[config.mk]
export PLATFORM = sky130hd
export DESIGN_NAME = txBabbleHeartbeatMon
export DESIGN_NICKNAME = d
export VERILOG_FILES = /design/src/rtl/txMonPkg.sv /design/src/rtl/txMonDatapath.sv /design/src/rtl/txMonControl.sv /design/src/rtl/txBabbleHeartbeatMon.sv
export SDC_FILE = /design/constraint.sdc
export NUM_CORES = 1
export LEC_CHECK = 0
export ABC_CLOCK_PERIOD_IN_PS = 4820
export CORE_ASPECT_RATIO = 0.6
export CORE_MARGIN = 2
export CORE_UTILIZATION = 55
export DETAILED_ROUTE_END_ITERATION = 6
export HOLD_SLACK_MARGIN = 0.03
export PLACE_DENSITY = 0.74
export SYNTH_ARGS = -nofsm -noshare
export SYNTH_HDL_FRONTEND = slang
export SYNTH_SLANG_ARGS = --single-unit
[constraint.sdc]
create_clock -name clk -period 4.82 [get_ports clk]
set_input_delay 0.964 -clock clk [delete_from_list [all_inputs] [get_ports clk]]
set_output_delay 0.964 -clock clk [all_outputs]
set_load 0.01 [all_outputs]
[src/rtl/txMonPkg.sv]
package txMonPkg;

  typedef enum logic [1:0] {
    PH_IDLE = 2'd0,
    PH_TX   = 2'd1,
    PH_WIN  = 2'd2
  } phase_t;

  // strobes from control to datapath
  typedef struct packed {
    logic cntRestart;  // count <= cntInc ? 1 : 0
    logic cntInc;      // count one byte
    logic seenLoad;    // seen <= collision
    logic seenAcc;     // seen <= seen | collision
    logic tmrStart;    // timer <= 1 (first window edge consumed)
    logic tmrInc;      // timer <= timer + 1
  } dpCtrl_t;

endpackage

[src/rtl/txMonDatapath.sv]
module txMonDatapath
  import txMonPkg::*;
#(
  parameter int MAX_BYTES     = 1519,
  parameter int WINDOW_CYCLES = 200
) (
  input  logic    clk,
  input  logic    rstN,
  input  dpCtrl_t ctrl,
  input  logic    collision,
  output logic    cntPreMax,
  output logic    cntAtMax,
  output logic    tmrLast,
  output logic    seen
);

  localparam int CW = $clog2(MAX_BYTES + 1);
  localparam int TW = $clog2(WINDOW_CYCLES + 1);
  localparam logic [CW-1:0] CNT_PRE = CW'(MAX_BYTES - 1);
  localparam logic [CW-1:0] CNT_MAX = CW'(MAX_BYTES);
  localparam logic [TW-1:0] TMR_END = TW'(WINDOW_CYCLES - 1);

  logic [CW-1:0] byteCount;
  logic [TW-1:0] winTimer;
  logic          seenQ;

  always_ff @(posedge clk) begin
    if (!rstN) begin
      byteCount <= '0;
    end else if (ctrl.cntRestart) begin
      byteCount <= ctrl.cntInc ? CW'(1) : '0;
    end else if (ctrl.cntInc) begin
      byteCount <= byteCount + CW'(1);
    end
  end

  always_ff @(posedge clk) begin
    if (!rstN) begin
      winTimer <= '0;
    end else if (ctrl.tmrStart) begin
      winTimer <= TW'(1);
    end else if (ctrl.tmrInc) begin
      winTimer <= winTimer + TW'(1);
    end
  end

  always_ff @(posedge clk) begin
    if (!rstN) begin
      seenQ <= 1'b0;
    end else if (ctrl.seenLoad) begin
      seenQ <= collision;
    end else if (ctrl.seenAcc) begin
      seenQ <= seenQ | collision;
    end
  end

  assign cntPreMax = (byteCount == CNT_PRE);
  assign cntAtMax  = (byteCount == CNT_MAX);
  assign tmrLast   = (winTimer == TMR_END);
  assign seen      = seenQ;

endmodule

[src/rtl/txMonControl.sv]
module txMonControl
  import txMonPkg::*;
(
  input  logic    clk,
  input  logic    rstN,
  input  logic    txActive,
  input  logic    byteStrobe,
  input  logic    collision,
  input  logic    cntPreMax,
  input  logic    cntAtMax,
  input  logic    tmrLast,
  input  logic    seen,
  output dpCtrl_t ctrl,
  output logic    babbleSet,
  output logic    heartbeatErrSet
);

  phase_t phase, phaseNext;
  logic   babbleNext, hbErrNext;

  always_comb begin
    ctrl       = '0;
    phaseNext  = phase;
    babbleNext = 1'b0;
    hbErrNext  = 1'b0;
    unique case (phase)
      PH_IDLE: begin
        if (txActive) begin
          phaseNext       = PH_TX;
          ctrl.cntRestart = 1'b1;
          ctrl.cntInc     = byteStrobe;
          ctrl.seenLoad   = 1'b1;
        end
      end
      PH_TX: begin
        ctrl.seenAcc = 1'b1;
        if (txActive) begin
          ctrl.cntInc = byteStrobe & ~cntAtMax;
          babbleNext  = byteStrobe & cntPreMax;
        end else begin
          phaseNext     = PH_WIN;
          ctrl.tmrStart = 1'b1;
        end
      end
      PH_WIN: begin
        if (txActive) begin
          // pending verdict uses collisions seen before this edge
          hbErrNext       = ~seen;
          phaseNext       = PH_TX;
          ctrl.cntRestart = 1'b1;
          ctrl.cntInc     = byteStrobe;
          ctrl.seenLoad   = 1'b1;
        end else if (tmrLast) begin
          hbErrNext = ~(seen | collision);
          phaseNext = PH_IDLE;
        end else begin
          ctrl.seenAcc = 1'b1;
          ctrl.tmrInc  = 1'b1;
        end
      end
      default: phaseNext = PH_IDLE;
    endcase
  end

  always_ff @(posedge clk) begin
    if (!rstN) begin
      phase           <= PH_IDLE;
      babbleSet       <= 1'b0;
      heartbeatErrSet <= 1'b0;
    end else begin
      phase           <= phaseNext;
      babbleSet       <= babbleNext;
      heartbeatErrSet <= hbErrNext;
    end
  end

endmodule

[src/rtl/txBabbleHeartbeatMon.sv]
module txBabbleHeartbeatMon
  import txMonPkg::*;
#(
  parameter int MAX_BYTES     = 1519,  // at least 2
  parameter int WINDOW_CYCLES = 200    // at least 2; 4.0 us at 50 MHz
) (
  input  logic clk,
  input  logic rstN,
  input  logic txActive,
  input  logic byteStrobe,
  input  logic collision,
  output logic babbleSet,
  output logic heartbeatErrSet
);

  dpCtrl_t ctrl;
  logic    cntPreMax, cntAtMax, tmrLast, seen;

  txMonControl u_ctrl (
    .clk             (clk),
    .rstN            (rstN),
    .txActive        (txActive),
    .byteStrobe      (byteStrobe),
    .collision       (collision),
    .cntPreMax       (cntPreMax),
    .cntAtMax        (cntAtMax),
    .tmrLast         (tmrLast),
    .seen            (seen),
    .ctrl            (ctrl),
    .babbleSet       (babbleSet),
    .heartbeatErrSet (heartbeatErrSet)
  );

  txMonDatapath #(
    .MAX_BYTES     (MAX_BYTES),
    .WINDOW_CYCLES (WINDOW_CYCLES)
  ) u_dp (
    .clk       (clk),
    .rstN      (rstN),
    .ctrl      (ctrl),
    .collision (collision),
    .cntPreMax (cntPreMax),
    .cntAtMax  (cntAtMax),
    .tmrLast   (tmrLast),
    .seen      (seen)
  );

endmodule

==> flow_metrics.env, run 1 <==
export IMPL_status="complete, no violations"
export IMPL_worst_pin_slew_ps=559
export IMPL_period_minus_slack_ps=2600
export IMPL_synth_area_um2=1300
export IMPL_reg2reg_slack_ps=2830
export IMPL_syn_num_nets=163
export IMPL_gp_congestion=0.860
export IMPL_ir_drop_v=0.000233
export IMPL_required_ps=5010
export IMPL_dp_hpwl_um=2030
export IMPL_ys_seq_elements=24
export IMPL_die_h_um=41.6
export IMPL_grt_overflow=0
export IMPL_slew_violations=0
export IMPL_via_per_inst=5.90
export IMPL_clockRootBuffer="clkbuf_8"
export IMPL_grt_pass1_wl_um=4740
export IMPL_fin_setup_tns_ps=0
export IMPL_h_tree_depth=1
export IMPL_startpoint="txActive"
export IMPL_initial_core_util_pct=59.1
export IMPL_clkTransAtPathRegs_ps=80
export IMPL_cap_viol_max_count=0
export IMPL_drc=0
export IMPL_final_cell_mix="dfxtp_1 (24), nand2_1 (13), nor2_1 (11)"
export IMPL_antenna_cells=0
export IMPL_placed_area_um2=1380
export IMPL_yosysWarnings=0
export IMPL_final_common_cell="dfxtp_1"
export IMPL_fin_area_um2=1420
export IMPL_cp_end_kind="register"
export IMPL_synth_ff_type="dfxtp_1"
export IMPL_crit_arrival_ps=2790
export IMPL_drtPass1Iterations=4
export IMPL_critPathKind="in -> reg"
export IMPL_cts_buffers=3
export IMPL_slew_headroom_pct=62.7
export IMPL_fp_dieArea_um2=2780
export IMPL_avgRoutedWirePerCell_um=14.1
export IMPL_reg2reg_to="u_dp.byteCount[0]"
export IMPL_cts_sinks=24
export IMPL_rows=13
export IMPL_rsz0062_at_grt="no"
export IMPL_holdWs_ps=440
export IMPL_ios=7
export IMPL_final_core_util_pct=64.6
export IMPL_power_leakage_nw=0.511
export IMPL_crit_path_end="u_dp.byteCount[4]"
export IMPL_worst_setup_path_start_kind="input port"
export IMPL_core_um2=2200
export IMPL_synthCells=151
export IMPL_reg2reg_depth=6
export IMPL_post_cts_setup_buffers=0
export IMPL_min_path_type="reg -> reg"
export IMPL_globalRouteTotalUtil_pct=22.2
export IMPL_skew_ps=0.990
export IMPL_synth_top_area_share_pct=37.0
export IMPL_syn2layout_area_growth_pct=9.25
export IMPL_cts_hold_buf=0
export IMPL_antenna_found_initial=0
export IMPL_use_met1_pct=33.8
export IMPL_routed_wl_um=2630
export IMPL_post_place_ws_ps=1980
export IMPL_path_max_fanout=13
export IMPL_yosysSeqAreaShare_pct=37.0
export IMPL_hold_viol_final=0
export IMPL_top_usage_layer="met1"
export IMPL_powerDensity_nw_per_um2=254
export IMPL_synth_async_sr_flop_share_pct=0
export IMPL_synth_enable_flop_cells=0
export IMPL_reg2reg_from="u_ctrl.phase[0]"
export IMPL_synth_avg_cell_area_um2=8.60
export IMPL_max_freq_mhz=385
export IMPL_ys_types=41
export IMPL_drive_above_1_share_pct=7.64
export IMPL_fill_cells=202
export IMPL_die_x_um=66.7
export IMPL_fin_nets=171
export IMPL_yosys_area_top_type="dfxtp_1"
export IMPL_fin_crit_sh_pct=53.9
export IMPL_cts_tree="yes"
export IMPL_grt_use_met3_pct=7.05
export IMPL_portBuffers=6
export IMPL_drt_antenna_violating_nets=0
export IMPL_drt_iter0_drc=89
export IMPL_num_vias=1103
export IMPL_clockBufferDepth=2
export IMPL_ctsResizeCount=0
export IMPL_finalSetupViolCount=0
export IMPL_layout_setup_ws_ps=2220
export IMPL_synthTopCellsByArea="dfxtp_1 (37%), ha_1 (6.7%), or3_1 (4.3%)"
export IMPL_grt_start_max_net_pins=15
export IMPL_clock_latency_ps=260
export IMPL_grtUsageMet2_pct=30.8
export IMPL_grt_pass1_vias=1033
-- synthesized netlist by cell type, types with 2 or more instances --
cell type	count
a211oi_1	2
a21oi_1	9
a31o_2	3
and2_1	2
and3_1	2
and4b_1	2
clkbuf_1	2
dfxtp_1	24
ha_1	7
inv_1	5
mux2i_1	3
nand2_1	13
nand2b_1	2
nand3_1	9
nand4_1	5
nand4b_1	3
nor2_1	11
nor3_1	3
nor4_1	2
o21ai_0	7
or3_1	9
or4_1	2
xnor2_1	3
xor2_1	4
-- routing by layer --
layer | wire length [µm] | up-vias
li1 | - | 568
met5 | 0 | -
met1 | 1450 | 508
met2 | 1010 | 25
met4 | 14 | 0
met3 | 147 | 2
-- layout make-up --
type,instances,area (µm²),share of cell area (%)
well taps,30,37.5,2.65
clock buffers,3,41.3,2.91
flip-flops and latches,24,480,33.9
inverters,5,18.8,1.32
repair buffers,6,60.1,4.23
multi-input cells,119,781,55.0
-- worst max-delay path, stage by stage --
cell and delay, ps:
clkdlybuf4s50_1 680, and4b_1 400, nand2_4 80, or4_1 510, a21oi_1 150
-- cells by family after synthesis --
kind of cell	Yosys count	synth area share, %
and+or+nand+nor	74	33.1
AOI/OAI and AO/OA	28	13.2
DFF	24	37.0
buffers and inverters	8	2.89
xor gates and xnor gates	7	4.72
adders and majority gates	7	6.74
muxes	3	2.31
-- report_power, final --
group          internal [mW]  switching, mW  total (mW)
combinational         0.0162         0.0242      0.0404
sequential             0.202        0.00383       0.206
clock                 0.0558         0.0590       0.115
total                  0.274         0.0870       0.361
-- stage by stage --
stage,std cells,power (mW)
2_1_floorplan,151,0.241
3_3_place_gp,184,0.249
3_5_place_dp,184,0.250
4_1_cts,187,0.364
5_1_grt,187,0.379
6_report,187,0.361
-- worst min-delay path by stage --
| stage | from | endpoint | slack [ps] | cells after the start |
|---|---|---|---|---|
| final | u_dp.seen | u_ctrl.heartbeatErrSet | 440 | 1 |
| after global routing | u_dp.seen | u_ctrl.heartbeatErrSet | 460 | 1 |
| after CTS | u_dp.seen | u_ctrl.heartbeatErrSet | 440 | 1 |
| after detailed placement | u_dp.seen | u_ctrl.heartbeatErrSet | 430 | 1 |
| after global placement | u_dp.seen | u_ctrl.heartbeatErrSet | 420 | 1 |
| after floorplan | u_dp.seen | u_ctrl.heartbeatErrSet | 400 | 1 |
-- flip-flops by register name, summed over array words and instances (netlist names) --
name / count
u_dp.byteCount: 11
u_dp.seen: 1
u_ctrl.phase: 2
u_dp.winTimer: 8
u_ctrl.babbleSet: 1
u_ctrl.heartbeatErrSet: 1
No activity file was read; power rests on OpenSTA's default activity.
==> inputs of run 2 (changes only) <==
--- a/config.mk
+++ b/config.mk
@@ -5,10 +5,10 @@
 export SDC_FILE = /design/constraint.sdc
 export NUM_CORES = 1
 export LEC_CHECK = 0
-export ABC_CLOCK_PERIOD_IN_PS = 4820
+export ABC_CLOCK_PERIOD_IN_PS = 2100
 export CORE_ASPECT_RATIO = 0.6
 export CORE_MARGIN = 2
-export CORE_UTILIZATION = 55
+export CORE_UTILIZATION = 52
 export DETAILED_ROUTE_END_ITERATION = 6
 export HOLD_SLACK_MARGIN = 0.03
 export PLACE_DENSITY = 0.74
==> constraint.sdc (replaced) <==
create_clock -name clk -period 2.1 [get_ports clk]
set_input_delay 0.42 -clock clk [delete_from_list [all_inputs] [get_ports clk]]
set_output_delay 0.42 -clock clk [all_outputs]
set_load 0.01 [all_outputs]
==> run 2 against run 1 <==
Net effect:
- hold slack got worse by 2.2 ps
- largest cell class unchanged
- clock-buffer cell count rose by 1
- worst setup slack worse by 2000 ps
- clock power grew to 2.7 times the previous value
- sequential power increased by 130%
- non-clock buffer count is 7 higher
- cell count is 4.3% higher
- highest routed layer unchanged
- sequential share of layout area shrank 1.8 points
- core utilization increased by 1.7 points
==> flow_metrics.env, run 2 (same netlist as run 1, synthesis figures left out) <==
export IMPL_status="complete, no violations"
export IMPL_reg2reg_to="u_dp.byteCount[0]"
export IMPL_routed_top_layer="met4"
export IMPL_cp_end_kind="register"
export IMPL_reg2reg_depth=6
export IMPL_path_cells="inv_1 > ha_1 > or3b_2 > nor4_4 > nor2_1 > mux2i_1"
export IMPL_initial_core_util_pct=57.4
export IMPL_wl_met2_um=1110
export IMPL_fin_cells=195
export IMPL_portBuffers=6
export IMPL_drc=0
export IMPL_clkTransAtPathRegs_ps=80
export IMPL_slew_violations=0
export IMPL_h_tree_depth=1
export IMPL_drtPass1Iterations=4
export IMPL_seq_area_um2=480
export IMPL_drive_above_1_share_pct=12.7
export IMPL_via_per_inst=5.86
export IMPL_clock_latency_ps=260
export IMPL_multi_input_area_um2=796
export IMPL_slew_headroom_pct=60.7
export IMPL_largest_register_ffs=11
export IMPL_reg2reg_slack_ps=170
export IMPL_wl_met1_um=1480
export IMPL_critical_path_buf_inv_count=1
export IMPL_fin_nets=178
export IMPL_grt_pass1_wl_um=4720
export IMPL_avgRoutedWirePerCell_um=14.0
export IMPL_drt_iter0_drc=71
export IMPL_ir_drop_v=0.000441
export IMPL_core_um2=2260
export IMPL_worst_pin_slew_ps=589
export IMPL_power_leakage_nw=0.553
export IMPL_hold_viol_final=0
export IMPL_post_cts_setup_buffers=0
export IMPL_reg2reg_from="u_ctrl.phase[0]"
export IMPL_die_x_um=68.5
export IMPL_dp_hpwl_um=2080
export IMPL_die_h_um=42.7
export IMPL_globalRouteTotalUtil_pct=21.6
export IMPL_wl_met3_um=117
export IMPL_max_freq_mhz=519
export IMPL_cap_viol_max_count=0
export IMPL_path_max_fanout=8
export IMPL_worst_setup_path_start_kind="register"
export IMPL_crit_arrival_ps=2080
export IMPL_skew_ps=2.05
export IMPL_clockRootBuffer="clkbuf_8"
export IMPL_syn2layout_area_growth_pct=15.5
export IMPL_fp_dieArea_um2=2930
export IMPL_dp_cells=191
export IMPL_required_ps=2260
export IMPL_final_common_cell="dfxtp_1"
export IMPL_fin_setup_tns_ps=0
export IMPL_min_delay_start="u_dp.seen"
export IMPL_rows=13
export IMPL_period_minus_slack_ps=1930
export IMPL_num_vias=1143
export IMPL_crit_family="simple AND/OR/NAND/NOR gates"
export IMPL_grt_start_max_net_pins=14
export IMPL_top_regs="u_dp.byteCount x11, u_dp.winTimer x8, u_ctrl.phase x2"
export IMPL_antenna_found_initial=0
export IMPL_finalSetupViolCount=0
export IMPL_cts_buffers=3
export IMPL_holdWs_ps=438
export IMPL_hold_end="u_ctrl.heartbeatErrSet"
export IMPL_final_cell_mix="dfxtp_1 (24), nand2_1 (13), nor2_1 (11)"
export IMPL_critPathMaxStageDelay_ps=500
export IMPL_fin_crit_sh_pct=91.7
export IMPL_powerDensity_nw_per_um2=593
export IMPL_top_register="u_dp.byteCount"
export IMPL_slowest_stage="or3b_2"
export IMPL_grt_overflow=0
export IMPL_cts_tree="yes"
export IMPL_clockBufferDepth=2
export IMPL_routed_wl_um=2720
export IMPL_ios=7
export IMPL_drt_antenna_violating_nets=0
export IMPL_fill_cells=189
export IMPL_grt_pass1_vias=1023
export IMPL_min_path_type="reg -> reg"
export IMPL_antenna_cells=0
export IMPL_rsz0062_at_grt="no"
export IMPL_gp_congestion=0.886
export IMPL_whs_path_depth=1
export IMPL_critPathKind="reg -> reg"
export IMPL_cts_sinks=24
==> run 2: changes by cell type in the layout (fill, tap and decap cells not counted), sizes merged <==
| cell | previous run | this run |
|---|---|---|
| clkbuf | 3 | 4 |
| buf | 0 | 7 |
==> run 2: layer usage <==
layer  global-route usage (%)  vias to the layer above
met2                     28.1                       23
met1                     34.4                      541
met3                     6.37                        2
met4                     3.60                        0
li1                         -                      577
met5                        0                        -
==> run 2: layout make-up <==
| class | count | share of cell area [%] |
|---|---|---|
| Tap cell | 30 | 2.50 |
| Clock buffer | 4 | 3.67 |
| Multi-Input combinational cell | 119 | 53.0 |
| Sequential cell | 24 | 32.0 |
| Timing Repair Buffer | 13 | 7.51 |
| Inverter | 5 | 1.25 |
==> run 2: worst max-delay path by stage <==
stage,from,endpoint,cells after the start
3_5_place_dp,txActive,u_dp.byteCount[4],5
6_report,u_ctrl.phase[0],u_dp.byteCount[0],6
4_1_cts,u_ctrl.phase[0],u_dp.byteCount[0],6
3_3_place_gp,txActive,u_dp.byteCount[4],5
2_1_floorplan,u_ctrl.phase[0],u_dp.byteCount[0],6
5_1_grt,u_ctrl.phase[0],u_dp.byteCount[9],6
==> run 2: timing repair <==
| action | in CTS | in global routing |
|---|---|---|
| gates resized for setup | 0 | 2 |
| hold buffers | 0 | 0 |
| setup endpoints to repair | 0 | 3 |
==> run 2: worst register-to-register path, delay by kind of cell, from the launching register on <==
kind	cells	cell delay, ps
buf+inv	1	90
mux	1	140
simple gates	3	880
fa+ha+maj	1	290
flops	1	420
==> run 2: where the power goes <==
| part | switching (mW) | total, mW | internal (mW) |
|---|---|---|---|
| logic | 0.0584 | 0.107 | 0.0483 |
| clock network | 0.143 | 0.310 | 0.167 |
| registers | 0.00924 | 0.472 | 0.463 |
==> run 2: through the flow <==
step                cell area [µm²]  total power [mW]  util [%]  setup WS (ps)
CTS                            1490             0.897      65.7           90.1
finish                         1500             0.889      66.4            175
global placement               1430             0.583      63.3           86.0
floorplan                      1300             0.553         -            425
global route                   1500             0.931      66.4          0.181
detailed placement             1430             0.588      63.3           59.1
==> inputs of run 3 (changes only) <==
--- a/config.mk
+++ b/config.mk
@@ -8,10 +8,10 @@
 export ABC_CLOCK_PERIOD_IN_PS = 2100
 export CORE_ASPECT_RATIO = 0.6
 export CORE_MARGIN = 2
-export CORE_UTILIZATION = 52
+export CORE_UTILIZATION = 30
 export DETAILED_ROUTE_END_ITERATION = 6
 export HOLD_SLACK_MARGIN = 0.03
-export PLACE_DENSITY = 0.74
+export PLACE_DENSITY = 0.47
 export SYNTH_ARGS = -nofsm -noshare
 export SYNTH_HDL_FRONTEND = slang
 export SYNTH_SLANG_ARGS = --single-unit
==> run 3 against run 2 <==
Net effect:
- clock-buffer cell count stayed put
- wire length is 6.2% higher
- hold slack worse by 6.6 ps
- sequential share of layout area is 0.81 points lower
- register-to-register slack better by 50 ps
- fmax is 2.6% higher
- critical path type unchanged
- largest cell class unchanged
- largest power group unchanged
- global-route usage is 8.5 points lower
==> flow_metrics.env, run 3 (same netlist as run 1, synthesis figures left out) <==
export IMPL_power_leakage_nw=0.558
export IMPL_antenna_found_initial=0
export IMPL_ctsResizeCount=0
export IMPL_crit_cells=6
export IMPL_multi_input_area_um2=790
export IMPL_min_path_type="reg -> reg"
export IMPL_fin_crit_sh_pct=89.4
export IMPL_final_common_cell="dfxtp_1"
export IMPL_cap_viol_max_count=0
export IMPL_reg2reg_depth=6
export IMPL_clockBufferDepth=2
export IMPL_initial_core_util_pct=31.3
export IMPL_reg2reg_from="u_ctrl.phase[0]"
export IMPL_hold_viol_final=0
export IMPL_crit_path_end="u_dp.byteCount[0]"
export IMPL_ir_drop_v=0.000241
export IMPL_dp_hpwl_um=2240
export IMPL_post_cts_setup_buffers=0
export IMPL_grt_pass1_vias=991
export IMPL_top_register="u_dp.byteCount"
export IMPL_fill_cells=446
export IMPL_slew_violations=0
export IMPL_critical_path_buf_inv_count=1
export IMPL_cts_sinks=24
export IMPL_die_x_um=88.9
export IMPL_status="complete, no violations"
export IMPL_h_tree_depth=1
export IMPL_fin_nets=179
export IMPL_slowest_stage="or3b_2"
export IMPL_reg2reg_slack_ps=220
export IMPL_reg2reg_to="u_dp.byteCount[0]"
export IMPL_final_cell_mix="dfxtp_1 (24), nand2_1 (13), nor2_1 (11)"
export IMPL_critPathMaxStageDelay_ps=510
export IMPL_powerDensity_nw_per_um2=591
export IMPL_whs_path_depth=1
export IMPL_clockRootBuffer="clkbuf_8"
export IMPL_via_per_inst=4.94
export IMPL_path_cells="inv_1 > ha_1 > or3b_2 > nor4_4 > nor2_1 > mux2i_1"
export IMPL_drt_antenna_violating_nets=0
export IMPL_seq_area_um2=480
export IMPL_fp_dieArea_um2=4890
export IMPL_crit_family="simple AND/OR/NAND/NOR gates"
export IMPL_drt_iter0_drc=61
export IMPL_largest_register_ffs=11
export IMPL_clock_latency_ps=270
export IMPL_cts_buffers=3
export IMPL_rows=18
export IMPL_avgRoutedWirePerCell_um=12.8
export IMPL_holdWs_ps=431
export IMPL_max_freq_mhz=533
export IMPL_skew_ps=3.27
export IMPL_required_ps=2260
export IMPL_finalSetupViolCount=0
export IMPL_cts_hold_buf=0
export IMPL_rsz0062_at_grt="no"
export IMPL_grt_start_max_net_pins=14
export IMPL_critPathKind="reg -> reg"
export IMPL_globalRouteTotalUtil_pct=13.1
export IMPL_gp_congestion=0.750
export IMPL_antenna_cells=0
export IMPL_die_h_um=55.0
export IMPL_worst_setup_path_start_kind="register"
export IMPL_syn2layout_area_growth_pct=18.5
export IMPL_grt_overflow=0
export IMPL_drive_above_1_share_pct=12.7
export IMPL_num_vias=1116
export IMPL_crit_arrival_ps=2040
export IMPL_clkTransAtPathRegs_ps=90
export IMPL_portBuffers=6
export IMPL_grt_pass1_wl_um=4800
export IMPL_path_max_fanout=5
export IMPL_period_minus_slack_ps=1880
export IMPL_final_core_util_pct=37.1
export IMPL_cts_tree="yes"
export IMPL_fin_setup_tns_ps=0
export IMPL_core_um2=4140
export IMPL_routed_wl_um=2890
export IMPL_slew_headroom_pct=59.6
export IMPL_top_regs="u_dp.byteCount x11, u_dp.winTimer x8, u_ctrl.phase x2"
export IMPL_cp_end_kind="register"
export IMPL_drc=0
export IMPL_drtPass1Iterations=6
export IMPL_ios=7
export IMPL_startpoint="u_ctrl.phase[0]"
export IMPL_worst_pin_slew_ps=605
[run 3: changes by cell type in the layout (fill, tap and decap cells not counted), sizes merged]
cell  previous run  this run
buf              7         8
[run 3: per-stage QoR]
stage | worst slack [ps] | total power, mW | instance area [µm²] | std cells
final | 223 | 0.909 | 1540 | 226
after global routing | 57.4 | 0.942 | 1540 | 226
after global placement | 142 | 0.588 | 1480 | 222
after detailed placement | 98.8 | 0.590 | 1480 | 222
after floorplan | 425 | 0.553 | 1300 | 151
after CTS | 126 | 0.917 | 1530 | 226
[run 3: metal layers]
layer	global-route usage, %	share of wire, %	wire length, µm
met4	4.48	0.93	27
met3	3.12	3.5	100
met5	0	0	0
met2	18.3	40	1160
met1	19.4	56	1610
[run 3: worst min path at each step]
stage | start | end
after floorplan | u_dp.seen | u_ctrl.heartbeatErrSet
after global placement | u_dp.seen | u_ctrl.heartbeatErrSet
after detailed placement | u_dp.seen | u_ctrl.heartbeatErrSet
after CTS | u_dp.seen | u_ctrl.heartbeatErrSet
after global routing | u_dp.seen | u_ctrl.heartbeatErrSet
final | u_dp.seen | u_ctrl.heartbeatErrSet
[run 3: cell type report]
type,count,area share (%)
clock buffer,4,3.58
multi-input combinational,119,51.3
tap,60,4.88
timing repair buffer,14,7.80
sequential,24,31.2
inverter,5,1.22
[run 3: worst register-to-register path, stage by stage (launching register included)]
cell and delay [ps]:
dfxtp_1 410, inv_1 90, ha_1 250, or3b_2 510
nor4_4 250, nor2_1 120, mux2i_1 130
[run 3: where the power goes]
part	total, mW	leakage, nW	internal (mW)	switching (mW)
registers	0.472	0.194	0.463	0.00860
clock network	0.330	0.0288	0.168	0.162
logic	0.108	0.335	0.0484	0.0592
